## src/rtl/serial_rx_pkg.sv

```systemverilog
// Shared constants and types for the oversampled serial receiver.
// Assumes at most nine data bits per character.
package serial_rx_pkg;
    localparam int DATA_W = 9;

    typedef enum logic [1:0] {
        ST_IDLE,
        ST_START,
        ST_DATA,
        ST_STOP
    } rx_state_t;

    typedef struct packed {
        logic              ferr;
        logic [DATA_W-1:0] data;
    } rx_char_t;
endpackage

```

## src/rtl/rx_line_sync.sv

```systemverilog
// Brings the asynchronous serial input into the clock domain through a
// flop chain. Assumes STAGES >= 2. The chain resets to the idle level (1).
module rx_line_sync #(
    parameter int STAGES = 2
) (
    input  logic clk,
    input  logic rst_n,
    input  logic din,
    output logic dout
);
    logic [STAGES-1:0] chain;

    // Shift the input level through the synchronizer chain.
    always_ff @(posedge clk) begin
        if (!rst_n) chain <= '1;
        else        chain <= {chain[STAGES-2:0], din};
    end

    assign dout = chain[STAGES-1];
endmodule

```

## src/rtl/rx_bit_engine.sv

```systemverilog
// Per-character state machine. It detects the start edge on an oversample
// tick, confirms the start bit at mid-bit, takes three-sample majority
// votes for the data and stop bits, and emits a one-cycle done pulse with
// the finished character. Assumes OSR >= 4 and a synchronized line input.
module rx_bit_engine
    import serial_rx_pkg::*;
#(
    parameter int OSR = 16
) (
    input  logic     clk,
    input  logic     rst_n,
    input  logic     tick,
    input  logic     line,
    input  logic     run,
    input  logic     nine_bit,
    output logic     done,
    output rx_char_t done_char
);
    localparam int CW = $clog2(OSR);
    localparam int BW = $clog2(DATA_W);
    localparam logic [CW-1:0] T_MID  = CW'(OSR / 2);
    localparam logic [CW-1:0] T_LO   = CW'(OSR / 2 - 1);
    localparam logic [CW-1:0] T_HI   = CW'(OSR / 2 + 1);
    localparam logic [CW-1:0] T_LAST = CW'(OSR - 1);

    rx_state_t         state;
    logic [CW-1:0]     cnt;
    logic [CW-1:0]     cnt_nxt;
    logic [BW-1:0]     bidx;
    logic [BW-1:0]     last_idx;
    logic [DATA_W-1:0] shreg;
    logic              prev;
    logic              s_lo;
    logic              s_mid;
    logic              vote;

    // Two-of-three vote over the samples at ticks 7, 8 and 9.
    assign vote     = (s_lo & s_mid) | (s_lo & line) | (s_mid & line);
    // Index of the final data bit for the selected length.
    assign last_idx = nine_bit ? BW'(DATA_W - 1) : BW'(DATA_W - 2);
    // Oversample counter with wrap at the end of a bit.
    assign cnt_nxt  = (cnt == T_LAST) ? '0 : cnt + CW'(1);

    // Character reception state machine, advanced on oversample ticks.
    always_ff @(posedge clk) begin
        if (!rst_n) begin
            state     <= ST_IDLE;
            cnt       <= '0;
            bidx      <= '0;
            shreg     <= '0;
            prev      <= 1'b1;
            s_lo      <= 1'b0;
            s_mid     <= 1'b0;
            done      <= 1'b0;
            done_char <= '0;
        end else begin
            done <= 1'b0;
            if (!run) begin
                state <= ST_IDLE;
                cnt   <= '0;
                prev  <= line;
            end else if (tick) begin
                prev <= line;
                case (state)
                    ST_IDLE: begin
                        if (prev && !line) begin
                            state <= ST_START;
                            cnt   <= CW'(1);
                            bidx  <= '0;
                            shreg <= '0;
                        end
                    end
                    ST_START: begin
                        cnt <= cnt_nxt;
                        if (cnt == T_MID && line) state <= ST_IDLE;
                        else if (cnt == T_LAST)   state <= ST_DATA;
                    end
                    ST_DATA, ST_STOP: begin
                        cnt <= cnt_nxt;
                        if (cnt == T_LO)  s_lo  <= line;
                        if (cnt == T_MID) s_mid <= line;
                        if (cnt == T_HI) begin
                            if (state == ST_DATA) begin
                                shreg[bidx] <= vote;
                            end else begin
                                done           <= 1'b1;
                                done_char.ferr <= ~vote;
                                done_char.data <= shreg;
                                state          <= ST_IDLE;
                            end
                        end
                        if (state == ST_DATA && cnt == T_LAST) begin
                            if (bidx == last_idx) state <= ST_STOP;
                            else                  bidx  <= bidx + BW'(1);
                        end
                    end
                    default: state <= ST_IDLE;
                endcase
            end
        end
    end
endmodule

```

## src/rtl/rx_char_fifo.sv

```systemverilog
// Small first-in first-out buffer for received characters, with the
// framing status stored in each entry. Assumes the caller never pushes
// when full without a pop in the same cycle, and never pops when empty.
module rx_char_fifo
    import serial_rx_pkg::*;
#(
    parameter int DEPTH = 2
) (
    input  logic     clk,
    input  logic     rst_n,
    input  logic     push,
    input  logic     pop,
    input  rx_char_t din,
    output rx_char_t dout,
    output logic     not_empty,
    output logic     full
);
    localparam int PW = (DEPTH > 1) ? $clog2(DEPTH) : 1;
    localparam int NW = $clog2(DEPTH + 1);
    localparam logic [PW-1:0] P_LAST = PW'(DEPTH - 1);

    rx_char_t      mem [DEPTH];
    logic [PW-1:0] wptr;
    logic [PW-1:0] rptr;
    logic [NW-1:0] count;

    // Storage, pointers and occupancy count.
    always_ff @(posedge clk) begin
        if (!rst_n) begin
            wptr  <= '0;
            rptr  <= '0;
            count <= '0;
            for (int i = 0; i < DEPTH; i++) mem[i] <= '0;
        end else begin
            if (push) begin
                mem[wptr] <= din;
                wptr      <= (wptr == P_LAST) ? '0 : wptr + PW'(1);
            end
            if (pop) rptr <= (rptr == P_LAST) ? '0 : rptr + PW'(1);
            case ({push, pop})
                2'b10:   count <= count + NW'(1);
                2'b01:   count <= count - NW'(1);
                default: count <= count;
            endcase
        end
    end

    assign dout      = mem[rptr];
    assign not_empty = (count != '0);
    assign full      = (count == NW'(DEPTH));
endmodule

```

## src/rtl/serial_rx16.sv

```systemverilog
// Top of the oversampled asynchronous serial receiver. It applies the
// polarity control, synchronizes the line, runs the bit engine while the
// enables allow it, buffers characters and keeps the overrun flag.
// Assumes os_tick is a one-cycle enable at OSR times the bit rate.
module serial_rx16
    import serial_rx_pkg::*;
#(
    parameter int OSR         = 16,
    parameter int FIFO_DEPTH  = 2,
    parameter int SYNC_STAGES = 2
) (
    input  logic              clk,
    input  logic              rst_n,
    input  logic              os_tick,
    input  logic              rx_line,
    input  logic              rx_enable,
    input  logic              port_enable,
    input  logic              sync_mode,
    input  logic              nine_bit,
    input  logic              line_invert,
    input  logic              rd_strobe,
    output logic [DATA_W-1:0] rd_data,
    output logic              rd_frame_err,
    output logic              data_avail,
    output logic              overrun
);
    logic     active;
    logic     run;
    logic     line;
    logic     done;
    logic     push;
    logic     pop;
    logic     full;
    logic     not_empty;
    logic     ovr_q;
    rx_char_t done_char;
    rx_char_t head;

    // Receiver runs only in asynchronous mode with both enables set and no overrun.
    assign active = rx_enable & port_enable & ~sync_mode;
    assign run    = active & ~ovr_q;

    rx_line_sync #(.STAGES(SYNC_STAGES)) i_sync (
        .clk   (clk),
        .rst_n (rst_n),
        .din   (rx_line ^ line_invert),
        .dout  (line)
    );

    rx_bit_engine #(.OSR(OSR)) i_engine (
        .clk       (clk),
        .rst_n     (rst_n),
        .tick      (os_tick),
        .line      (line),
        .run       (run),
        .nine_bit  (nine_bit),
        .done      (done),
        .done_char (done_char)
    );

    assign pop  = rd_strobe & not_empty;
    assign push = done & (~full | pop);

    rx_char_fifo #(.DEPTH(FIFO_DEPTH)) i_fifo (
        .clk       (clk),
        .rst_n     (rst_n),
        .push      (push),
        .pop       (pop),
        .din       (done_char),
        .dout      (head),
        .not_empty (not_empty),
        .full      (full)
    );

    // Overrun flag: set when a character is lost, cleared by receiver disable.
    always_ff @(posedge clk) begin
        if (!rst_n)                  ovr_q <= 1'b0;
        else if (!rx_enable)         ovr_q <= 1'b0;
        else if (done && !push)      ovr_q <= 1'b1;
    end

    assign rd_data      = head.data;
    assign rd_frame_err = head.ferr;
    assign data_avail   = not_empty;
    assign overrun      = ovr_q;
endmodule

```

## config.mk

```make
export PLATFORM = sky130hd
export DESIGN_NAME = serial_rx16
export DESIGN_NICKNAME = d
export VERILOG_FILES = /design/src/rtl/serial_rx_pkg.sv /design/src/rtl/rx_line_sync.sv /design/src/rtl/rx_bit_engine.sv /design/src/rtl/rx_char_fifo.sv /design/src/rtl/serial_rx16.sv
export SDC_FILE = /design/constraint.sdc
export NUM_CORES = 1
export LEC_CHECK = 0
export ABC_AREA = 1
export BUFFER_PORTS_ARGS = -buffer_cell sky130_fd_sc_hd__buf_2
export CAP_MARGIN = 20
export CORE_MARGIN = 4
export CORE_UTILIZATION = 62
export CTS_BUF_LIST = sky130_fd_sc_hd__clkbuf_8
export CTS_CLUSTER_DIAMETER = 80
export DETAILED_ROUTE_END_ITERATION = 12
export GPL_TIMING_DRIVEN = 0
export PLACE_DENSITY_LB_ADDON = 0.05
export SYNTH_ARGS = -nofsm -noshare
export SYNTH_HDL_FRONTEND = slang
export SYNTH_SLANG_ARGS = --single-unit
```

## constraint.sdc

```tcl
create_clock -name clk -period 1.9 [get_ports clk]
set_input_delay 0.095 -clock clk [delete_from_list [all_inputs] [get_ports clk]]
set_output_delay 0.095 -clock clk [all_outputs]
set_load 0.005 [all_outputs]
```

-- Word-level counts from Yosys, hierarchy flattened
Memory sizes are Yosys's and may differ from the RTL's. A register that Yosys moved wholly into a read port is not among the register bits.
Index checks and enable logic that the tools add are counted.
- flip-flop bits (word level): 40
- memory bits (writable): 20
- memories: 1
- memories (memory ; words ; bits a word ; rd ports ; clocked after Yosys merged registers in ; wr ports ; RTL line ; source):
    i_fifo.mem ; 2 ; 10 ; 1 ; 1 ; 2 ; rx_char_fifo.sv:22 ; rx_char_t mem [DEPTH];
- $add $sub $neg: 6
- order comparisons: 2
- eq/ne operators: 18
- mux-type cells: 38
- bitwise logic cells: 17
- reduce and logical (&&, ||, !) cells: 24
- operators by type and width (operator ; count):
    2-to-1 mux 9 bit ; 3
    2-to-1 mux 4 bit ; 6
    case mux 9 bit (2 select lines) ; 1
    case mux 4 bit (2 select lines) ; 2
    2-to-1 mux 1 bit ; 14
    2-to-1 mux 2 bit ; 7
    equality test 4 bit, second input constant ; 3
    AND reduction 6 bit ; 2
    2-to-1 mux 10 bit ; 1
    AND reduction 5 bit ; 2
    OR reduction 10 bit ; 1
    bitwise mux 9 bit ; 1
    adder 4 x 1 -> 4 bit, second input constant ; 2
    bitwise AND 1 bit ; 8
    equality test 2 bit, second input constant ; 4
    inequality test 2 x 1 -> 1 bit, second input constant ; 4
    AND reduction 4 bit ; 2
    case mux 2 bit (3 select lines) ; 1
    AND reduction 2 bit ; 3
    nonzero test 2 bit ; 3
    logical AND 1 bit ; 5
    < comparator 4 x 5 -> 1 bit, second input constant ; 1
    inverter 1 bit ; 5
    demux 1 bit (select 4 bit) ; 1
    17 further kinds ; 23

-- Depth between registers and ports, before layout
Gate-level depths: netlist of run 1.
- depth in word-level cells: 9
- mapped depth: 10

-- Modules after synthesis
From an unflattened synthesis of run 1, not the netlist that was laid out.
- cell total of the unflattened synthesis: 376
- area, all modules: 3022.9 µm²
- modules (own cells, without submodules) (module ; instances ; cells an instance ; area each (µm²) ; seq. area each (µm²)):
    rx_bit_engine ; 1 ; 259 ; 1755.4 ; 660.6
    rx_char_fifo ; 1 ; 100 ; 1131.1 ; 700.7
    serial_rx16 ; 1 ; 11 ; 81.3 ; 20.0
    rx_line_sync ; 1 ; 6 ; 55.1 ; 40.0

-- Least setup slack after synthesis of run 1
OpenSTA, ideal clock, no wires.
- kind: reg-to-reg
- from: reg i_fifo.count[0]
- to: mem i_fifo.mem[0][0] (netlist bit) (enable)
- setup time: 0.340 ns
- arrival time: 1.266 ns
- path slack: 0.294 ns
- stages on the path, launching flop included: 9
- path buffers: 1
- period minus slack after synthesis: 1.606 ns
- cell sequence: dfxtp_1 or2_4 nand2_2 nand3_1 nand2_2 nor2_1 nand2_1 buf_4 nand2_1
- RTL lines (element ; RTL line ; source):
    from (decl) ; rx_char_fifo.sv:25 ; logic [NW-1:0] count;
    from (signal assigned) ; rx_char_fifo.sv:41 ; 2'b10: count <= count + NW'(1);
    from (signal assigned) ; rx_char_fifo.sv:42 ; 2'b01: count <= count - NW'(1);
    from (signal assigned) ; rx_char_fifo.sv:43 ; default: count <= count;
    to (decl) ; rx_char_fifo.sv:22 ;

==> results.sh, run 1 <==
export IMPL_peakVddDrop_v=0.000434
export IMPL_cts_inserted_buffers=9
export IMPL_final_setup_viol_count=0
export IMPL_die_width_um=77.5
export IMPL_routed_via_count=2446
export IMPL_ys_seq_area_share_pct=47.5
export IMPL_synth_edf_count=20
export IMPL_min_path_type="in2reg"
export IMPL_later_pin_clock_latency_in_the_skew_report_ns=0.34
export IMPL_drt_drc_violations_left=0
export IMPL_dr_first_iter_drc_count=93
export IMPL_status="finished clean"
export IMPL_worstSetupPathType="reg2reg"
export IMPL_number_of_diodes=0
export IMPL_fin_hold_ws_ns=0.0605
export IMPL_die_area_um2=6000
export IMPL_timing_final_hold_violations=0
export IMPL_worst_path_max_delay_cell="dfxtp_1"
export IMPL_upper_clock_frequency_limit_mhz=586
export IMPL_crit_path_start_kind="register"
export IMPL_utilization_pct=72.1
export IMPL_timing_final_crit_share_pct=89.8
export IMPL_routed_antenna_nets=0
export IMPL_setup_repair_after_global_routing_missed_its_margin="false"
export IMPL_worst_slew_pin_transition_ns=0.526
export IMPL_cell_type_with_the_highest_occurrence_count_on_the_critical_path="nand2_2"
export IMPL_path_max_fanout=10
export IMPL_pwr_density_cell_nw_per_um2=756
export IMPL_grt_start_max_net_pins=12
export IMPL_wire_length_of_the_first_global_routing_pass_um=10200
export IMPL_pwr_share_clk_pct=42.3
export IMPL_synth_area_leaders="dfxtp_1 (27%), edfxtp_1 (20%), nand2_1 (9.3%)"
export IMPL_cp_required_ns=1.93
export IMPL_clk_path_buf_depth=2
export IMPL_post_cts_setup_buffer_count=0
export IMPL_worstPathArrival_ns=1.73
export IMPL_critical_path_cell_chain="or2_4 -> nand2_2 -> nand3_1 -> nand2_2 -> nor2_1 -> nand2_1 -> buf_4 -> nand2_2"
export IMPL_cap_viol_max_count=0
export IMPL_p_sw_share_pct=21.9
export IMPL_ff2ff_path_depth=8
export IMPL_io_buffer_count=21
export IMPL_number_of_buffer_and_inverter_instances_along_the_worst_setup_path=1
export IMPL_max_slew_margin_rel_pct=64.9
export IMPL_layout_min_cycle_time_ns=1.71
export IMPL_timing_setup_tns_ns=0
export IMPL_cp_endpoint="i_fifo.mem[0][8]$_SDFFCE_PN0P_"
export IMPL_dp_final_hpwl_um=4120
export IMPL_p_switching_w=0.000560
export IMPL_place_congestion=0.945
export IMPL_grt_antenna_before_repair=0
export IMPL_critical_path_top_delay_family="simple AND/OR/NAND/NOR gates"
export IMPL_share_seq_of_total_power_pct=53.9
export IMPL_grtUsageMet3_pct=6.03
export IMPL_total_leakage_power_nw=1.25
export IMPL_mappedNetlistNets=379
export IMPL_avgViaCountPerCell=5.38
export IMPL_finalClockSkew_ns=0.0120
export IMPL_yosysTopAreaCell="dfxtp_1"
export IMPL_filler_cell_count=379
export IMPL_coreArea_um2=4690
export IMPL_drive_gt1_share_pct=19.5
export IMPL_worst_setup_path_end_kind="register"
export IMPL_synthesis_area_per_instance_um2=8.29
export IMPL_chipHeight_um=77.5
export IMPL_grt_met2_usage_pct=35.7
export IMPL_cp_startpoint="i_fifo.count[0]$_SDFFE_PN0P_"
export IMPL_detail_route_wl_per_cell_um=12.6
export IMPL_globalRouteMet1Util_pct=25.6
export IMPL_routed_wirelength_um=5740
export IMPL_clock_tree_htree_level_count=3
export IMPL_fin_nets=414
export IMPL_yosysMostFrequentCell="nand2_1"
export IMPL_cts_reportedPaths_clkPinSlew_ns=0.07
export IMPL_crit_path_max_incr_delay_ns=0.35
export IMPL_post_synth_num_cell_types=31
export IMPL_intPower_w=0.00200
export IMPL_start_util_pct=63.8
export IMPL_worst_reg2reg_path_startpoint="i_fifo.count[0]$_SDFFE_PN0P_"
export IMPL_row_count=25
export IMPL_finalMaxSlewViolations=0
export IMPL_gr_max_usage_layer="met2"
export IMPL_grt_overflow_total=0
export IMPL_top_level_ports=22
export IMPL_netlist_area_leader_share_pct=27.4
export IMPL_mappedNetlistArea_um2=2990
export IMPL_ffs_w_async_s_r_synth_pct=0
export IMPL_synthesis_instances=361
export IMPL_r2r_setup_slack_ns=0.19
export IMPL_cp_depth=8
export IMPL_comb_power_share_pct=3.8
export IMPL_clock_sinks=61
export IMPL_netlist_top_cells_count="nand2_1 (74), nor2_1 (47), dfxtp_1 (41), a21oi_1 (36), inv_1 (30)"
export IMPL_areaGrowthSynthToFinish_pct=13.1
export IMPL_yosys_warnings=0
export IMPL_grt_pass1_vias=2266
export IMPL_grt_usage_pct=21.5
export IMPL_cts_tree="built"
export IMPL_drt_pre_antenna_iters=4
export IMPL_rr_endpoint="i_fifo.mem[0][8]$_SDFFCE_PN0P_"
export IMPL_register_bit_total_from_synthesis=61
export IMPL_cts_root_buf="clkbuf_8"
export IMPL_ys_dominant_reg_cell="dfxtp_1"
==> flip-flops by register name, indices dropped and copies added (netlist names), named ones only <==
signal / count
i_engine.state: 2
i_sync.chain: 2
overrun: 1
i_engine.s_lo: 1
i_engine.shreg: 9
i_engine.cnt: 4
i_fifo.count: 2
i_engine.done: 1
i_fifo.wptr: 1
i_fifo.mem: 20
i_engine.done_char: 10
i_engine.prev: 1
i_fifo.rptr: 1
i_engine.s_mid: 1
i_engine.bidx: 4
==> power groups by stage <==
| stage | Sequential (W) | Combinational [W] | Clock, W |
|---|---|---|---|
| finish | 0.00138 | 0.0000979 | 0.00108 |
| global route | 0.00138 | 0.000110 | 0.00116 |
| CTS | 0.00138 | 0.0000988 | 0.00110 |
| detailed placement | 0.00141 | 0.0000922 | 0 |
| global placement | 0.00140 | 0.0000898 | 0 |
| floorplan | 0.00140 | 0.0000549 | 0 |
==> routing by layer <==
metal / wire length [µm] / share of wire [%]
met5: 0 / 0
met4: 98 / 1.7
met3: 246 / 4.3
met2: 2840 / 49
met1: 2550 / 45
==> tightest hold or removal path: cells and delay by family <==
family                 cells  cell delay (ns)
AO/OA/AOI/OAI              1             0.05
buffers and inverters      1             0.08
AND/OR/NAND/NOR            2             0.12
==> how the worst min path moves through the flow <==
stage | slack (ns) | depth (start not counted) | endpoint | from
after CTS | 0.05 | 4 | overrun$_SDFFE_PN0P_ | rd_strobe
after global routing | 0.08 | 4 | overrun$_SDFFE_PN0P_ | rd_strobe
after global placement | 0.30 | 3 | i_sync.chain[0]$_SDFF_PN1_ | rx_line
final | 0.06 | 4 | overrun$_SDFFE_PN0P_ | rd_strobe
after floorplan | 0.20 | 2 | i_sync.chain[0]$_SDFF_PN1_ | rx_line
after detailed placement | 0.31 | 3 | i_sync.chain[0]$_SDFF_PN1_ | rx_line
==> kinds of logic (layout without fill, tap and decap cells) <==
| logic type | Yosys count | count (layout) | synth area share (%) |
|---|---|---|---|
| muxes | 10 | 10 | 3.76 |
| xor gates and xnor gates | 3 | 3 | 0.878 |
| adders and majority gates | 8 | 8 | 3.35 |
| DFF | 61 | 61 | 47.5 |
| AOI/OAI and AO/OA | 58 | 58 | 10.3 |
| and+or+nand+nor | 174 | 174 | 26.6 |
| buffers and inverters | 47 | 87 | 7.57 |
==> layout make-up <==
cell class              instances  area (µm²)  share of cell area, %
plain buffers                  13        93.8                   2.77
multi-input cells             253        1350                   39.9
well taps                      54        67.6                   2.00
clock inverters                 7        60.1                   1.78
clock buffers                   9         124                   3.66
inverters                      34         133                   3.92
repair buffers                 24         135                   3.99
flip-flops and latches         61        1420                   42.0
==> repair_timing <==
| item | 4_1_cts | 5_1_grt |
|---|---|---|
| gates resized for setup | 0 | 2 |
| endpoints found under the hold margin | 2 | 0 |
| setup endpoints to repair | 0 | 20 |
| hold buffers | 3 | 0 |
==> through the flow <==
step / area (µm²) / power, W / setup WS, ns / cells
after global routing: 3380 / 0.00265 / 0.0319 / 455
final: 3380 / 0.00256 / 0.194 / 455
after CTS: 3380 / 0.00258 / 0.0133 / 455
after floorplan: 2990 / 0.00146 / 0.294 / 361
after detailed placement: 3160 / 0.00150 / 0.0330 / 436
after global placement: 3160 / 0.00149 / 0.0785 / 436
==> placed cells by master (no fill, tap or decap), types with 8 or more instances in the layout <==
cell,count
o21ai_0,19
edfxtp_1,20
dfxtp_1,41
nand4_1,13
ha_1,8
a21oi_1,36
clkbuf_8,9
mux2_2,10
buf_2,23
nand2_1,72
nand3_1,22
nor2_1,47
nand2_2,8
inv_1,32
Power figures use the tool's default switching activity.
==> run 2, diff against run 1 <==
--- a/config.mk
+++ b/config.mk
@@ -9,7 +9,7 @@
 export BUFFER_PORTS_ARGS = -buffer_cell sky130_fd_sc_hd__buf_2
 export CAP_MARGIN = 20
 export CORE_MARGIN = 4
-export CORE_UTILIZATION = 62
+export CORE_UTILIZATION = 65
 export CTS_BUF_LIST = sky130_fd_sc_hd__clkbuf_8
 export CTS_CLUSTER_DIAMETER = 80
 export DETAILED_ROUTE_END_ITERATION = 12
@@ -17,4 +17,5 @@
 export PLACE_DENSITY_LB_ADDON = 0.05
 export SYNTH_ARGS = -nofsm -noshare
 export SYNTH_HDL_FRONTEND = slang
+export SYNTH_HIERARCHICAL = 1
 export SYNTH_SLANG_ARGS = --single-unit
==> constraint.sdc (replaced) <==
create_clock -name clk -period 2.1 [get_ports clk]
set_input_delay 0.105 -clock clk [delete_from_list [all_inputs] [get_ports clk]]
set_output_delay 0.105 -clock clk [all_outputs]
set_load 0.005 [all_outputs]
==> results.sh, run 2 <==
export IMPL_total_leakage_power_nw=1.30
export IMPL_pwr_density_cell_nw_per_um2=686
export IMPL_crit_path_max_incr_delay_ns=0.37
export IMPL_final_setup_viol_count=0
export IMPL_place_worst_setup_slack_ns=0.0504
export IMPL_status="finished clean"
export IMPL_clock_tree_htree_level_count=3
export IMPL_crit_path_start_kind="register"
export IMPL_synth_edf_count=20
export IMPL_die_width_um=76.2
export IMPL_pwr_share_clk_pct=42.9
export IMPL_dominant_combinational_cell_family_by_area_after_synthesis="simple AND/OR/NAND/NOR gates"
export IMPL_worst_slew_pin_transition_ns=0.682
export IMPL_ys_seq_area_share_pct=47.0
export IMPL_post_synthesis_compound_gate_area_fraction_pct=7.91
export IMPL_grt_overflow_total=0
export IMPL_setup_repair_after_global_routing_missed_its_margin="false"
export IMPL_synthesis_area_per_instance_um2=8.04
export IMPL_worstPathArrival_ns=1.91
export IMPL_drt_pre_antenna_iters=5
export IMPL_mappedNetlistNets=394
export IMPL_cp_startpoint="i_fifo/count[0]$_SDFFE_PN0P_"
export IMPL_critical_path_cell_chain="inv_1 -> nand2_1 -> nand2_2 -> a21boi_1 -> inv_2 -> nor2_2 -> nand2_2 -> buf_6 -> nand2_2"
export IMPL_worst_reg2reg_path_startpoint="i_fifo/count[0]$_SDFFE_PN0P_"
export IMPL_ffs_w_async_s_r_synth_pct=0
export IMPL_timing_final_hold_violations=0
export IMPL_synth_area_leaders="dfxtp_1 (27%), edfxtp_1 (20%), nand2_1 (9.1%)"
export IMPL_yosysTopAreaCell="dfxtp_1"
export IMPL_p_switching_w=0.000484
export IMPL_top_level_ports=22
export IMPL_finalWorstSetupSlack_ns=0.193
export IMPL_detail_route_wl_per_cell_um=12.8
export IMPL_cts_reportedPaths_clkPinSlew_ns=0.07
export IMPL_cts_inserted_buffers=9
export IMPL_largest_register_ffs=20
export IMPL_areaGrowthSynthToFinish_pct=12.0
export IMPL_post_synth_and_or_nand_nor_area_fraction_pct=29.2
export IMPL_grt_start_max_net_pins=11
export IMPL_grt_usage_pct=21.0
export IMPL_post_synth_num_cell_types=32
export IMPL_drive_gt1_share_pct=19.1
export IMPL_routed_antenna_nets=0
export IMPL_cts_root_buf="clkbuf_8"
export IMPL_post_synthesis_adder_cell_area_fraction_pct=3.31
export IMPL_routed_via_count=2526
export IMPL_number_of_diodes=0
export IMPL_start_util_pct=68.5
export IMPL_cts_tree="built"
export IMPL_synth_xor_area_share_pct=0.869
export IMPL_dr_first_iter_drc_count=94
export IMPL_wire_length_of_the_first_global_routing_pass_um=10200
export IMPL_cp_required_ns=2.11
export IMPL_p_sw_share_pct=20.9
export IMPL_netlist_top_cells_count="nand2_1 (73), nor2_1 (66), dfxtp_1 (41), inv_1 (34), nand3_1 (27)"
export IMPL_later_pin_clock_latency_in_the_skew_report_ns=0.32
export IMPL_comb_power_share_pct=3.4
export IMPL_finalMaxSlewViolations=0
export IMPL_worst_setup_path_end_kind="register"
export IMPL_fin_hold_ws_ns=0.0309
export IMPL_drt_drc_violations_left=0
export IMPL_postPlaceCellArea_um2=3190
export IMPL_die_area_um2=5810
export IMPL_number_of_hold_buffers_added_after_cts=0
export IMPL_worst_path_max_delay_cell="dfxtp_1"
export IMPL_synthesis_instances=376
export IMPL_cap_viol_max_count=0
export IMPL_ys_dominant_reg_cell="dfxtp_1"
export IMPL_chipHeight_um=76.2
export IMPL_upper_clock_frequency_limit_mhz=524
export IMPL_final_cell_mix="nand2_1 (72), nor2_1 (66), dfxtp_1 (41)"
export IMPL_yosys_warnings=6
export IMPL_register_bit_total_from_synthesis=61
export IMPL_min_path_type="in2reg"
export IMPL_dp_final_hpwl_um=4290
export IMPL_timing_final_crit_share_pct=90.8
export IMPL_non_filler_cell_area_final_um2=3390
export IMPL_yosysMostFrequentCell="nand2_1"
export IMPL_grt_antenna_before_repair=0
export IMPL_place_congestion=0.898
export IMPL_io_buffer_count=21
export IMPL_timing_setup_tns_ns=0
export IMPL_share_seq_of_total_power_pct=53.7
export IMPL_largest_registers="i_fifo/mem: 20 flops, i_engine/done_char: 10 flops, i_engine/shreg: 9 flops"
export IMPL_grt_pass1_vias=2428
export IMPL_netlist_area_leader_share_pct=27.2
export IMPL_fin_nets=426
export IMPL_mappedNetlistArea_um2=3020
export IMPL_row_count=24
export IMPL_clock_sinks=61
export IMPL_avgViaCountPerCell=5.43
export IMPL_layout_commonest_cell="nand2_1"
export IMPL_worstSetupPathType="reg2reg"
export IMPL_routed_wirelength_um=5930
export IMPL_peakVddDrop_v=0.000484
export IMPL_finalClockSkew_ns=0.00504
export IMPL_most_flops_register="i_fifo/mem"
export IMPL_intPower_w=0.00184
export IMPL_max_slew_margin_rel_pct=54.2
export IMPL_clk_path_buf_depth=2
export IMPL_coreArea_um2=4410
export IMPL_hold_wc_startpoint="rx_enable"
export IMPL_layout_min_cycle_time_ns=1.91
export IMPL_cell_type_with_the_highest_occurrence_count_on_the_critical_path="nand2_2"
export IMPL_filler_cell_count=326
export IMPL_path_max_fanout=10
export IMPL_synth_mux_area_share_pct=3.73
## run 2: final timing paths
kind	end	slack (ns)	depth (start not counted)
min reg2reg	i_sync/chain[1]$_SDFF_PN1_	0.41	2
max reg2reg	i_fifo/mem[0][7]$_SDFFCE_PN0P_	0.19	9
max	i_fifo/mem[0][7]$_SDFFCE_PN0P_	0.19	9
min	overrun$_SDFFE_PN0P_	0.03	3
## run 2: layout make-up
class | count | area, µm² | share of cell area, %
plain buffers | 14 | 101 | 2.99
inverters | 37 | 139 | 4.10
repair buffers | 21 | 105 | 3.10
flip-flops and latches | 61 | 1420 | 42.0
multi-input cells | 264 | 1360 | 40.3
well taps | 52 | 65.1 | 1.92
clock buffers | 10 | 138 | 4.06
clock inverters | 6 | 53.8 | 1.59
## run 2: per-layer routing
| metal | wire [µm] | global-route usage (%) | up-vias |
|---|---|---|---|
| met5 | 0 | 0 | - |
| li1 | - | - | 1299 |
| met3 | 260 | 4.26 | 6 |
| met4 | 58 | 8.92 | 0 |
| met1 | 2590 | 24.9 | 1160 |
| met2 | 3020 | 36.5 | 61 |
## run 2: repair_timing
| item | 4_1_cts | 5_1_grt |
|---|---|---|
| endpoints found under the setup margin | 0 | 10 |
| buffers inserted | 0 | 0 |
| resized for setup | 0 | 1 |
## run 2: logic make-up (layout without fill, tap and decap cells)
group / count (synthesis) / after routing
AOI/OAI and AO/OA: 43 / 43
xor gates and xnor gates: 3 / 3
adders and majority gates: 8 / 8
buffers and inverters: 51 / 88
DFF: 61 / 61
muxes: 10 / 10
and+or+nand+nor: 200 / 200
## run 2: metrics by stage
step	util [%]	power (W)	std cells
6_report	76.7	0.00232	465
5_1_grt	76.7	0.00241	465
4_1_cts	76.7	0.00234	465
3_5_place_dp	72.3	0.00135	449
3_3_place_gp	72.3	0.00135	449
2_1_floorplan	-	0.00132	376
## run 2: worst max-delay path, delay by kind of cell, from the launching register on
kind / cells / cell delay [ns]
AO/OA/AOI/OAI: 1 / 0.26
AND/OR/NAND/NOR: 5 / 0.60
buffers and inverters: 3 / 0.36
flip-flops: 1 / 0.37
## run 2: power groups by stage
stage / Sequential (W) / Combinational (W) / Clock [W]
finish: 0.00125 / 0.0000791 / 0.000996
global route: 0.00125 / 0.0000874 / 0.00108
CTS: 0.00125 / 0.0000791 / 0.00102
detailed placement: 0.00127 / 0.0000784 / 0
global placement: 0.00127 / 0.0000768 / 0
floorplan: 0.00127 / 0.0000460 / 0
==> run 3, diff against run 2 <==
--- a/config.mk
+++ b/config.mk
@@ -5,7 +5,6 @@
 export SDC_FILE = /design/constraint.sdc
 export NUM_CORES = 1
 export LEC_CHECK = 0
-export ABC_AREA = 1
 export BUFFER_PORTS_ARGS = -buffer_cell sky130_fd_sc_hd__buf_2
 export CAP_MARGIN = 20
 export CORE_MARGIN = 4
==> results.sh, run 3 <==
export IMPL_mappedNetlistArea_um2=2920
export IMPL_upper_clock_frequency_limit_mhz=533
export IMPL_register_bit_total_from_synthesis=61
export IMPL_multi_input_comb_area_um2=1370
export IMPL_areaGrowthSynthToFinish_pct=14.6
export IMPL_place_congestion=0.846
export IMPL_cts_tree="built"
export IMPL_io_buffer_count=21
export IMPL_clock_sinks=61
export IMPL_timing_final_crit_share_pct=89.4
export IMPL_final_setup_viol_count=0
export IMPL_die_width_um=75.0
export IMPL_coreArea_um2=4350
export IMPL_grt_antenna_before_repair=0
export IMPL_worstSetupPathType="reg2reg"
export IMPL_finalWorstSetupSlack_ns=0.222
export IMPL_wire_length_of_the_first_global_routing_pass_um=9520
export IMPL_routed_wirelength_um=5760
export IMPL_most_flops_register="i_fifo/mem"
export IMPL_grt_start_max_net_pins=15
export IMPL_post_cts_resized_instances=2
export IMPL_filler_cell_count=305
export IMPL_yosys_warnings=6
export IMPL_pwr_density_cell_nw_per_um2=784
export IMPL_start_util_pct=67.0
export IMPL_drt_pre_antenna_iters=4
export IMPL_post_cts_setup_buffer_count=0
export IMPL_peakVddDrop_v=0.000480
export IMPL_finalMaxSlewViolations=0
export IMPL_number_of_hold_buffers_added_after_cts=0
export IMPL_worst_slew_pin_transition_ns=0.429
export IMPL_worst_setup_path_end_kind="register"
export IMPL_detail_route_wl_per_cell_um=15.6
export IMPL_timing_setup_tns_ns=0
export IMPL_yosysMostFrequentCell="dfxtp_1"
export IMPL_clock_tree_htree_level_count=3
export IMPL_chipHeight_um=75.0
export IMPL_layout_commonest_cell="dfxtp_1"
export IMPL_worst_path_max_delay_cell="dfxtp_1"
export IMPL_row_count=24
export IMPL_crit_path_max_incr_delay_ns=0.39
export IMPL_dr_first_iter_drc_count=112
export IMPL_post_synth_num_cell_types=57
export IMPL_drive_gt1_share_pct=24.8
export IMPL_later_pin_clock_latency_in_the_skew_report_ns=0.33
export IMPL_mappedNetlistNets=300
export IMPL_routed_antenna_nets=0
export IMPL_synth_edf_count=20
export IMPL_synth_area_leaders="dfxtp_1 (28%), edfxtp_1 (21%), mux2i_1 (7.9%)"
export IMPL_grt_overflow_total=0
export IMPL_cts_root_buf="clkbuf_8"
export IMPL_cp_required_ns=2.35
export IMPL_total_power_w=0.00262
export IMPL_clk_path_buf_depth=2
export IMPL_synthesis_area_per_instance_um2=10.3
export IMPL_netlist_area_leader_share_pct=28.2
export IMPL_layout_min_cycle_time_ns=1.88
export IMPL_grt_pass1_vias=2038
export IMPL_post_layout_nonfiller_instances=370
export IMPL_netlist_top_cells_count="dfxtp_1 (41), nor2_1 (40), nand2_1 (34), mux2i_1 (23), edfxtp_1 (20)"
export IMPL_largest_register_ffs=20
export IMPL_finalClockSkew_ns=0.00789
export IMPL_setup_repair_after_global_routing_missed_its_margin="false"
export IMPL_place_worst_setup_slack_ns=-0.0486
export IMPL_cts_inserted_buffers=9
export IMPL_cap_viol_max_count=0
export IMPL_total_leakage_power_nw=1.25
export IMPL_cts_reportedPaths_clkPinSlew_ns=0.06
export IMPL_top_level_ports=22
export IMPL_largest_registers="i_fifo/mem: 20 flops, i_engine/done_char: 10 flops, i_engine/shreg: 9 flops"
export IMPL_max_slew_margin_rel_pct=71.3
export IMPL_min_path_type="in2reg"
export IMPL_ff_latch_area_um2=1420
export IMPL_ffs_w_async_s_r_synth_pct=0
export IMPL_dpl_cell_count=355
export IMPL_ys_dominant_reg_cell="dfxtp_1"
export IMPL_grt_usage_pct=22.4
export IMPL_timing_final_hold_violations=0
export IMPL_ys_seq_area_share_pct=48.8
export IMPL_path_max_fanout=4
export IMPL_die_area_um2=5620
export IMPL_yosysTopAreaCell="dfxtp_1"
export IMPL_worstPathArrival_ns=2.13
export IMPL_crit_path_start_kind="register"
export IMPL_fin_hold_ws_ns=0.0178
export IMPL_drt_drc_violations_left=0
export IMPL_fin_nets=331
export IMPL_status="finished clean"
export IMPL_routed_via_count=2090
export IMPL_synthesis_instances=282
export IMPL_avgViaCountPerCell=5.65
export IMPL_final_cell_mix="dfxtp_1 (41), nor2_1 (40), nand2_1 (32)"
export IMPL_critical_path_cell_chain="or2_2 -> nand2_1 -> a21boi_2 -> inv_1 -> ha_1 -> or3_1 -> a21boi_1"
export IMPL_number_of_diodes=0
export IMPL_dp_final_hpwl_um=3930
-- run 3: logic make-up (layout without fill, tap and decap cells) --
family / count (synthesis) / count (layout) / share of synthesized area, %
AND/OR/NAND/NOR: 124 / 124 / 22.3
flip-flops: 61 / 61 / 48.8
multiplexers: 33 / 33 / 11.8
AO/OA/AOI/OAI: 29 / 29 / 7.73
buffers and inverters: 22 / 58 / 4.46
adder cells (fa/ha/maj): 9 / 9 / 3.78
XOR/XNOR: 4 / 4 / 1.20
-- run 3: layer usage --
layer	up-vias	part of all wire (%)	GRT usage, %
li1	1063	-	-
met1	968	45	28.3
met2	53	50	37.2
met3	6	3.7	3.34
met4	0	1.3	11.3
met5	-	0	0
-- run 3: cell type report --
type	instances	area share [%]
Buffer	10	2.58
Clock buffer	11	4.53
Clock inverter	5	2.96
Inverter	11	1.24
Multi-Input combinational cell	199	41.1
Sequential cell	61	42.5
Tap cell	52	1.95
Timing Repair Buffer	21	3.14
-- run 3: path summary, 6_finish.rpt --
kind / start / to / cells past startpoint / slack [ns]
setup / recovery: i_fifo/count[0]$_SDFFE_PN0P_ / i_fifo/count[1]$_SDFFE_PN0P_ / 7 / 0.22
hold / removal: rx_enable / overrun$_SDFFE_PN0P_ / 3 / 0.02
setup reg to reg: i_fifo/count[0]$_SDFFE_PN0P_ / i_fifo/count[1]$_SDFFE_PN0P_ / 7 / 0.22
hold reg to reg: i_sync/chain[0]$_SDFF_PN1_ / i_sync/chain[1]$_SDFF_PN1_ / 1 / 0.41
-- run 3: worst max-delay path: cells and delay by family, from the launching register on --
family,cells,cell delay [ns]
AOI/OAI and AO/OA,2,0.37
adders and majority gates,1,0.35
buffers and inverters,1,0.09
DFF,1,0.39
and+or+nand+nor,3,0.61
-- run 3: where the power goes --
part / internal (W) / leakage (nW) / total [W] / switching, W
sequential: 0.00124 / 0.520 / 0.00125 / 0.00000891
combinational: 0.0000355 / 0.596 / 0.0000834 / 0.0000479
clock: 0.000847 / 0.131 / 0.00129 / 0.000441
-- run 3: through the flow --
step	cell area, µm²	util, %
floorplan	2920	-
CTS	3340	76.7
detailed placement	3090	70.9
global placement	3090	70.9
finish	3340	76.8
global route	3340	76.8
